[src/rtl/lc_pkg.sv]
package lc_pkg;
  typedef enum logic {
    DET_BRANCH = 1'b0,
    DET_START  = 1'b1
  } det_e;
endpackage

[src/rtl/lc_loop_regs.sv]
module lc_loop_regs #(
  parameter int NUM_LOOPS = 4,
  parameter int ADDR_W    = 16,
  parameter int IDX_W     = 5,
  localparam int SEL_W    = (NUM_LOOPS > 1) ? $clog2(NUM_LOOPS) : 1
) (
  input  logic              clk_i,
  input  logic              rst_ni,
  input  logic              we_i,
  input  logic [SEL_W-1:0]  wsel_i,
  input  logic [ADDR_W-1:0] wstart_i,
  input  logic [ADDR_W-1:0] wend_i,
  input  logic [IDX_W-1:0]  wbase_i,
  input  logic [ADDR_W-1:0] addr_i,
  output logic              match_o,
  output logic [SEL_W-1:0]  match_sel_o,
  input  logic [SEL_W-1:0]  a_sel_i,
  output logic              a_valid_o,
  output logic [ADDR_W-1:0] a_start_o,
  output logic [ADDR_W-1:0] a_end_o,
  input  logic [SEL_W-1:0]  b_sel_i,
  output logic [ADDR_W-1:0] b_start_o,
  output logic [IDX_W-1:0]  b_base_o
);
  logic [ADDR_W-1:0] start_q [NUM_LOOPS];
  logic [ADDR_W-1:0] end_q   [NUM_LOOPS];
  logic [IDX_W-1:0]  base_q  [NUM_LOOPS];
  logic [NUM_LOOPS-1:0] valid_q;
  logic [NUM_LOOPS-1:0] hit_vec;

  for (genvar k = 0; k < NUM_LOOPS; k++) begin : g_lr
    always_ff @(posedge clk_i or negedge rst_ni) begin
      if (!rst_ni) begin
        start_q[k] <= '0;
        end_q[k]   <= '0;
        base_q[k]  <= '0;
        valid_q[k] <= 1'b0;
      end else if (we_i && (wsel_i == SEL_W'(k))) begin
        start_q[k] <= wstart_i;
        end_q[k]   <= wend_i;
        base_q[k]  <= wbase_i;
        valid_q[k] <= 1'b1;
      end
    end
    assign hit_vec[k] = valid_q[k] && (addr_i == start_q[k]);
  end

  // lowest index wins
  always_comb begin
    match_sel_o = '0;
    for (int k = NUM_LOOPS - 1; k >= 0; k--) begin
      if (hit_vec[k]) match_sel_o = SEL_W'(k);
    end
  end
  assign match_o = |hit_vec;

  assign a_valid_o = valid_q[a_sel_i];
  assign a_start_o = start_q[a_sel_i];
  assign a_end_o   = end_q[a_sel_i];
  assign b_start_o = start_q[b_sel_i];
  assign b_base_o  = base_q[b_sel_i];
endmodule

[src/rtl/lc_store.sv]
module lc_store #(
  parameter int DEPTH  = 32,
  parameter int DATA_W = 32,
  localparam int IDX_W = $clog2(DEPTH)
) (
  input  logic              clk_i,
  input  logic              rst_ni,
  input  logic              we_i,
  input  logic [IDX_W-1:0]  widx_i,
  input  logic [DATA_W-1:0] wdata_i,
  input  logic              wexit_i,
  input  logic [IDX_W-1:0]  ridx_i,
  output logic [DATA_W-1:0] rdata_o,
  output logic              rexit_o
);
  logic [DATA_W-1:0] mem_q  [DEPTH];
  logic [DEPTH-1:0]  exit_q;

  always_ff @(posedge clk_i or negedge rst_ni) begin
    if (!rst_ni) begin
      for (int i = 0; i < DEPTH; i++) mem_q[i] <= '0;
      exit_q <= '0;
    end else if (we_i) begin
      mem_q[widx_i]  <= wdata_i;
      exit_q[widx_i] <= wexit_i;
    end
  end

  assign rdata_o = mem_q[ridx_i];
  assign rexit_o = exit_q[ridx_i];
endmodule

[src/rtl/preload_loop_cache.sv]
module preload_loop_cache
  import lc_pkg::*;
#(
  parameter int   ADDR_W    = 16,
  parameter int   DATA_W    = 32,
  parameter int   DEPTH     = 32,
  parameter int   NUM_LOOPS = 4,
  parameter det_e DETECT    = DET_START,
  localparam int  IDX_W     = $clog2(DEPTH),
  localparam int  SEL_W     = (NUM_LOOPS > 1) ? $clog2(NUM_LOOPS) : 1
) (
  input  logic              clk_i,
  input  logic              rst_ni,
  input  logic              load_mode_i,
  input  logic              arr_we_i,
  input  logic [IDX_W-1:0]  arr_idx_i,
  input  logic [DATA_W-1:0] arr_data_i,
  input  logic              arr_exit_i,
  input  logic              reg_we_i,
  input  logic [SEL_W-1:0]  reg_sel_i,
  input  logic [ADDR_W-1:0] reg_start_i,
  input  logic [ADDR_W-1:0] reg_end_i,
  input  logic [IDX_W-1:0]  reg_base_i,
  input  logic              fetch_valid_i,
  input  logic [ADDR_W-1:0] fetch_addr_i,
  input  logic              sbb_taken_i,
  input  logic              cof_i,
  output logic [DATA_W-1:0] instr_o,
  output logic              hit_o,
  output logic              mem_en_o
);
  logic             act_q;
  logic [SEL_W-1:0] act_sel_q;
  logic             m_any;
  logic [SEL_W-1:0] m_sel, use_sel;
  logic             a_valid;
  logic [ADDR_W-1:0] a_start, a_end, u_start, offs;
  logic [IDX_W-1:0] u_base, idx;
  logic [DATA_W-1:0] rdata;
  logic             rexit;
  logic             in_range, detect, serve, hit, leave;

  lc_loop_regs #(
    .NUM_LOOPS(NUM_LOOPS), .ADDR_W(ADDR_W), .IDX_W(IDX_W)
  ) u_regs (
    .clk_i       (clk_i),
    .rst_ni      (rst_ni),
    .we_i        (load_mode_i && reg_we_i),
    .wsel_i      (reg_sel_i),
    .wstart_i    (reg_start_i),
    .wend_i      (reg_end_i),
    .wbase_i     (reg_base_i),
    .addr_i      (fetch_addr_i),
    .match_o     (m_any),
    .match_sel_o (m_sel),
    .a_sel_i     (act_sel_q),
    .a_valid_o   (a_valid),
    .a_start_o   (a_start),
    .a_end_o     (a_end),
    .b_sel_i     (use_sel),
    .b_start_o   (u_start),
    .b_base_o    (u_base)
  );

  lc_store #(.DEPTH(DEPTH), .DATA_W(DATA_W)) u_store (
    .clk_i   (clk_i),
    .rst_ni  (rst_ni),
    .we_i    (load_mode_i && arr_we_i),
    .widx_i  (arr_idx_i),
    .wdata_i (arr_data_i),
    .wexit_i (arr_exit_i),
    .ridx_i  (idx),
    .rdata_o (rdata),
    .rexit_o (rexit)
  );

  assign in_range = act_q && a_valid &&
                    (fetch_addr_i >= a_start) && (fetch_addr_i <= a_end);

  if (DETECT == DET_START) begin : g_det_start
    assign detect = m_any;
  end else begin : g_det_branch
    assign detect = m_any && sbb_taken_i;
  end

  assign serve   = fetch_valid_i && !load_mode_i;
  assign use_sel = in_range ? act_sel_q : m_sel;
  assign hit     = serve && (in_range || detect);
  assign offs    = fetch_addr_i - u_start;
  assign idx     = u_base + offs[IDX_W-1:0];
  assign leave   = cof_i && rexit;

  always_ff @(posedge clk_i or negedge rst_ni) begin
    if (!rst_ni) begin
      act_q     <= 1'b0;
      act_sel_q <= '0;
    end else if (load_mode_i) begin
      act_q     <= 1'b0;
    end else if (fetch_valid_i) begin
      act_q     <= hit && !leave;
      act_sel_q <= use_sel;
    end
  end

  assign hit_o    = hit;
  assign instr_o  = hit ? rdata : '0;
  assign mem_en_o = fetch_valid_i && !hit;
endmodule

[config.mk]
export PLATFORM = sky130hd
export DESIGN_NAME = preload_loop_cache
export DESIGN_NICKNAME = d
export VERILOG_FILES = /design/src/rtl/lc_pkg.sv /design/src/rtl/lc_loop_regs.sv /design/src/rtl/lc_store.sv /design/src/rtl/preload_loop_cache.sv
export SDC_FILE = /design/constraint.sdc
export NUM_CORES = 2
export LEC_CHECK = 0
export BUFFER_PORTS_ARGS = -buffer_cell sky130_fd_sc_hd__buf_4
export CAP_MARGIN = 20
export CORE_MARGIN = 8
export CORE_UTILIZATION = 68
export CTS_CLUSTER_DIAMETER = 100
export DETAILED_ROUTE_END_ITERATION = 10
export HOLD_SLACK_MARGIN = 0.06
export PLACE_DENSITY = 0.94
export SKIP_LAST_GASP = 1
export SYNTH_ARGS = -nofsm -noshare
export SYNTH_HDL_FRONTEND = slang
export SYNTH_HIERARCHICAL = 1
export SYNTH_SLANG_ARGS = --single-unit
export TNS_END_PERCENT = 10
[constraint.sdc]
create_clock -name clk_i -period 15.85 [get_ports clk_i]
set_input_delay 0 -clock clk_i [delete_from_list [all_inputs] [get_ports clk_i]]
set_output_delay 0 -clock clk_i [all_outputs]
set_load 0.005 [all_outputs]
==> metrics.cfg <==
[die]
start_util_pct = 68.4
pin_count = 135
die_width_um = 308
rows = 107
core_um2 = 84900
dieArea_um2 = 95000
die_h_um = 308

[clock_network]
post_cts_resized = 0
tritoncts = yes
clockRootBuffer = clkbuf_16
cts_buffer_depth = 3
cts_made_buffers = 116
clock_latency_ns = 0.74
cts_sinks = 1211
cts_max_level = 3
cts.reportedPaths.clkPinSlew_ns = 0.07

[critical_path]
r2r_start = act_sel_q[0]$_DFFE_PN0P_
r2r_setup_slack_ns = 6.25
cp_num_buf_inv = 8
required_ns = 15.85
slowest_delay_ns = 0.82
path_class = flop to primary output
worstReg2RegEnd = act_q$_DFFE_PN0P_
crit_slowest_cell = buf_4
cp-end-kind = primary output
startpoint_type = flop
arrival_ns = 10.73
r2r_cells = 28
crit_family = buffers and inverters
cp_max_fo = 137

[timing]
relSlewSlack_pct = 26.9
fmax_ghz = 0.0932
period_share_pct = 67.7
slew_violations = 0
final-setup-viol-count = 0
fin_skew_ns = 0.0237
hold_viol = 0
rsz0062_at_grt = false
fin_crit_ns = 10.73
tns_ns = 0
tightest_slew_ns = 1.10

[job]
cap_viol_max_count = 0

[routing]
drtIter0Drc = 4739
first_pass_iters = 6
ant_nets = 0
finalWirelength_mm = 170
vias = 38900
drt-wirelength-per-cell_um = 30.7
via_per_inst = 7.04
drc = 0

[final_layout]
syn_to_final_growth_pct = 10.3
final_common_cell = dfrtp_1
drive_gt1_share_pct = 37.3
stdcell_count = 5531
nNetsFinal = 4444
most-common-layout-cells = dfrtp_1 (1210), mux2_2 (1123), mux2i_1 (528)
design_area_um2 = 64000

[grt]
grt_pass1_vias = 42000
grt.total_usage_pct = 35.4
grt_max_degree = 177
grt_overflow_total = 0
grt_pass1_wl_mm = 257
antenna_found_initial = 12

[hold_path]
min_to = u_regs/end_q[5]$_DFFE_PN0P_
hold_path.class = primary input to flop
min_from = reg_end_i[5]
whs_path_depth = 3

[place]
gp_congestion = 0.836
numPortBuffers = 133
dp_cells = 5213
dp_hpwl_mm = 82.6
place_area_um2 = 59200

[power_and_ir_drop]
p_leak_nw = 30.9
cellPowerDensity_nw_per_um2 = 181
vdd_drop_max_v = 0.000392

[yosys]
synthesis.nets = 4395
synth_area_um2 = 58000
synth_area_per_cell_um2 = 13.6
netlist_instances = 4253
yosys_warnings = 6

[outcome]
status = complete, no violations

==> power breakdown <==
group	internal (W)	total, W	switching, W
Clock	0.00149	0.00271	0.00122
Combinational	0.00193	0.00502	0.00308
Sequential	0.00353	0.00384	0.000305
==> how the worst max path moves through the flow <==
| stage | slack (ns) | startpoint | depth (start not counted) | endpoint |
|---|---|---|---|---|
| floorplan | 9.68 | act_sel_q[0]$_DFFE_PN0P_ | 30 | act_q$_DFFE_PN0P_ |
| global placement | 6.95 | act_sel_q[0]$_DFFE_PN0P_ | 26 | instr_o[8] |
| detailed placement | 6.78 | act_sel_q[0]$_DFFE_PN0P_ | 26 | instr_o[8] |
| CTS | 5.78 | act_sel_q[0]$_DFFE_PN0P_ | 26 | instr_o[8] |
| global route | 4.79 | act_sel_q[0]$_DFFE_PN0P_ | 26 | instr_o[8] |
| finish | 5.12 | act_sel_q[0]$_DFFE_PN0P_ | 26 | instr_o[8] |
==> flip-flops by register name, indices dropped and copies added (netlist names) <==
name and cells:
u_regs/start_q 64, u_regs/base_q 20, act_sel_q 2, u_store/exit_q 32, u_regs/end_q 64, u_store/mem_q 1024, u_regs/valid_q 4, act_q 1
==> what timing repair did <==
action	CTS	global route
hold buffers	112	0
setup buffers	0	0
hold endpoints to repair	1321	0
==> layer usage <==
layer  part of all wire (%)  routed length, µm  GRT usage (%)
met5                  0.015                 25              0
met4                    6.8              11500           21.4
met3                     11              18200           10.2
met2                     47              79700           55.6
met1                     36              60200           43.7
==> final cells by class <==
| type | count | area [µm²] |
|---|---|---|
| Clock buffer | 167 | 3310 |
| Timing Repair Buffer | 312 | 2770 |
| Sequential cell | 1211 | 30300 |
| Multi-Input combinational cell | 2613 | 25700 |
| Inverter | 48 | 188 |
| Tap cell | 1144 | 1430 |
| Fill cell | 4529 | 20900 |
| Antenna cell | 8 | 20.0 |
| Clock inverter | 28 | 305 |
==> stage by stage <==
| stage | total power, W | hold slack (ns) | setup WS, ns | utilization [%] |
|---|---|---|---|---|
| floorplan | 0.00714 | -0.296 | 9.68 | - |
| global placement | 0.00836 | 0.108 | 6.95 | 69.7 |
| detailed placement | 0.00851 | 0.112 | 6.78 | 69.7 |
| CTS | 0.0113 | 0.0604 | 5.78 | 75.3 |
| global route | 0.0119 | 0.0925 | 4.79 | 75.4 |
| finish | 0.0116 | 0.0910 | 5.12 | 75.4 |
==> worst min-delay path, cell delays in order <==
cell	delay [ns]
dlygate4sd3_1	0.53
buf_4	0.14
mux2_2	0.14
Note: power is estimated with default switching activity, not from simulation.
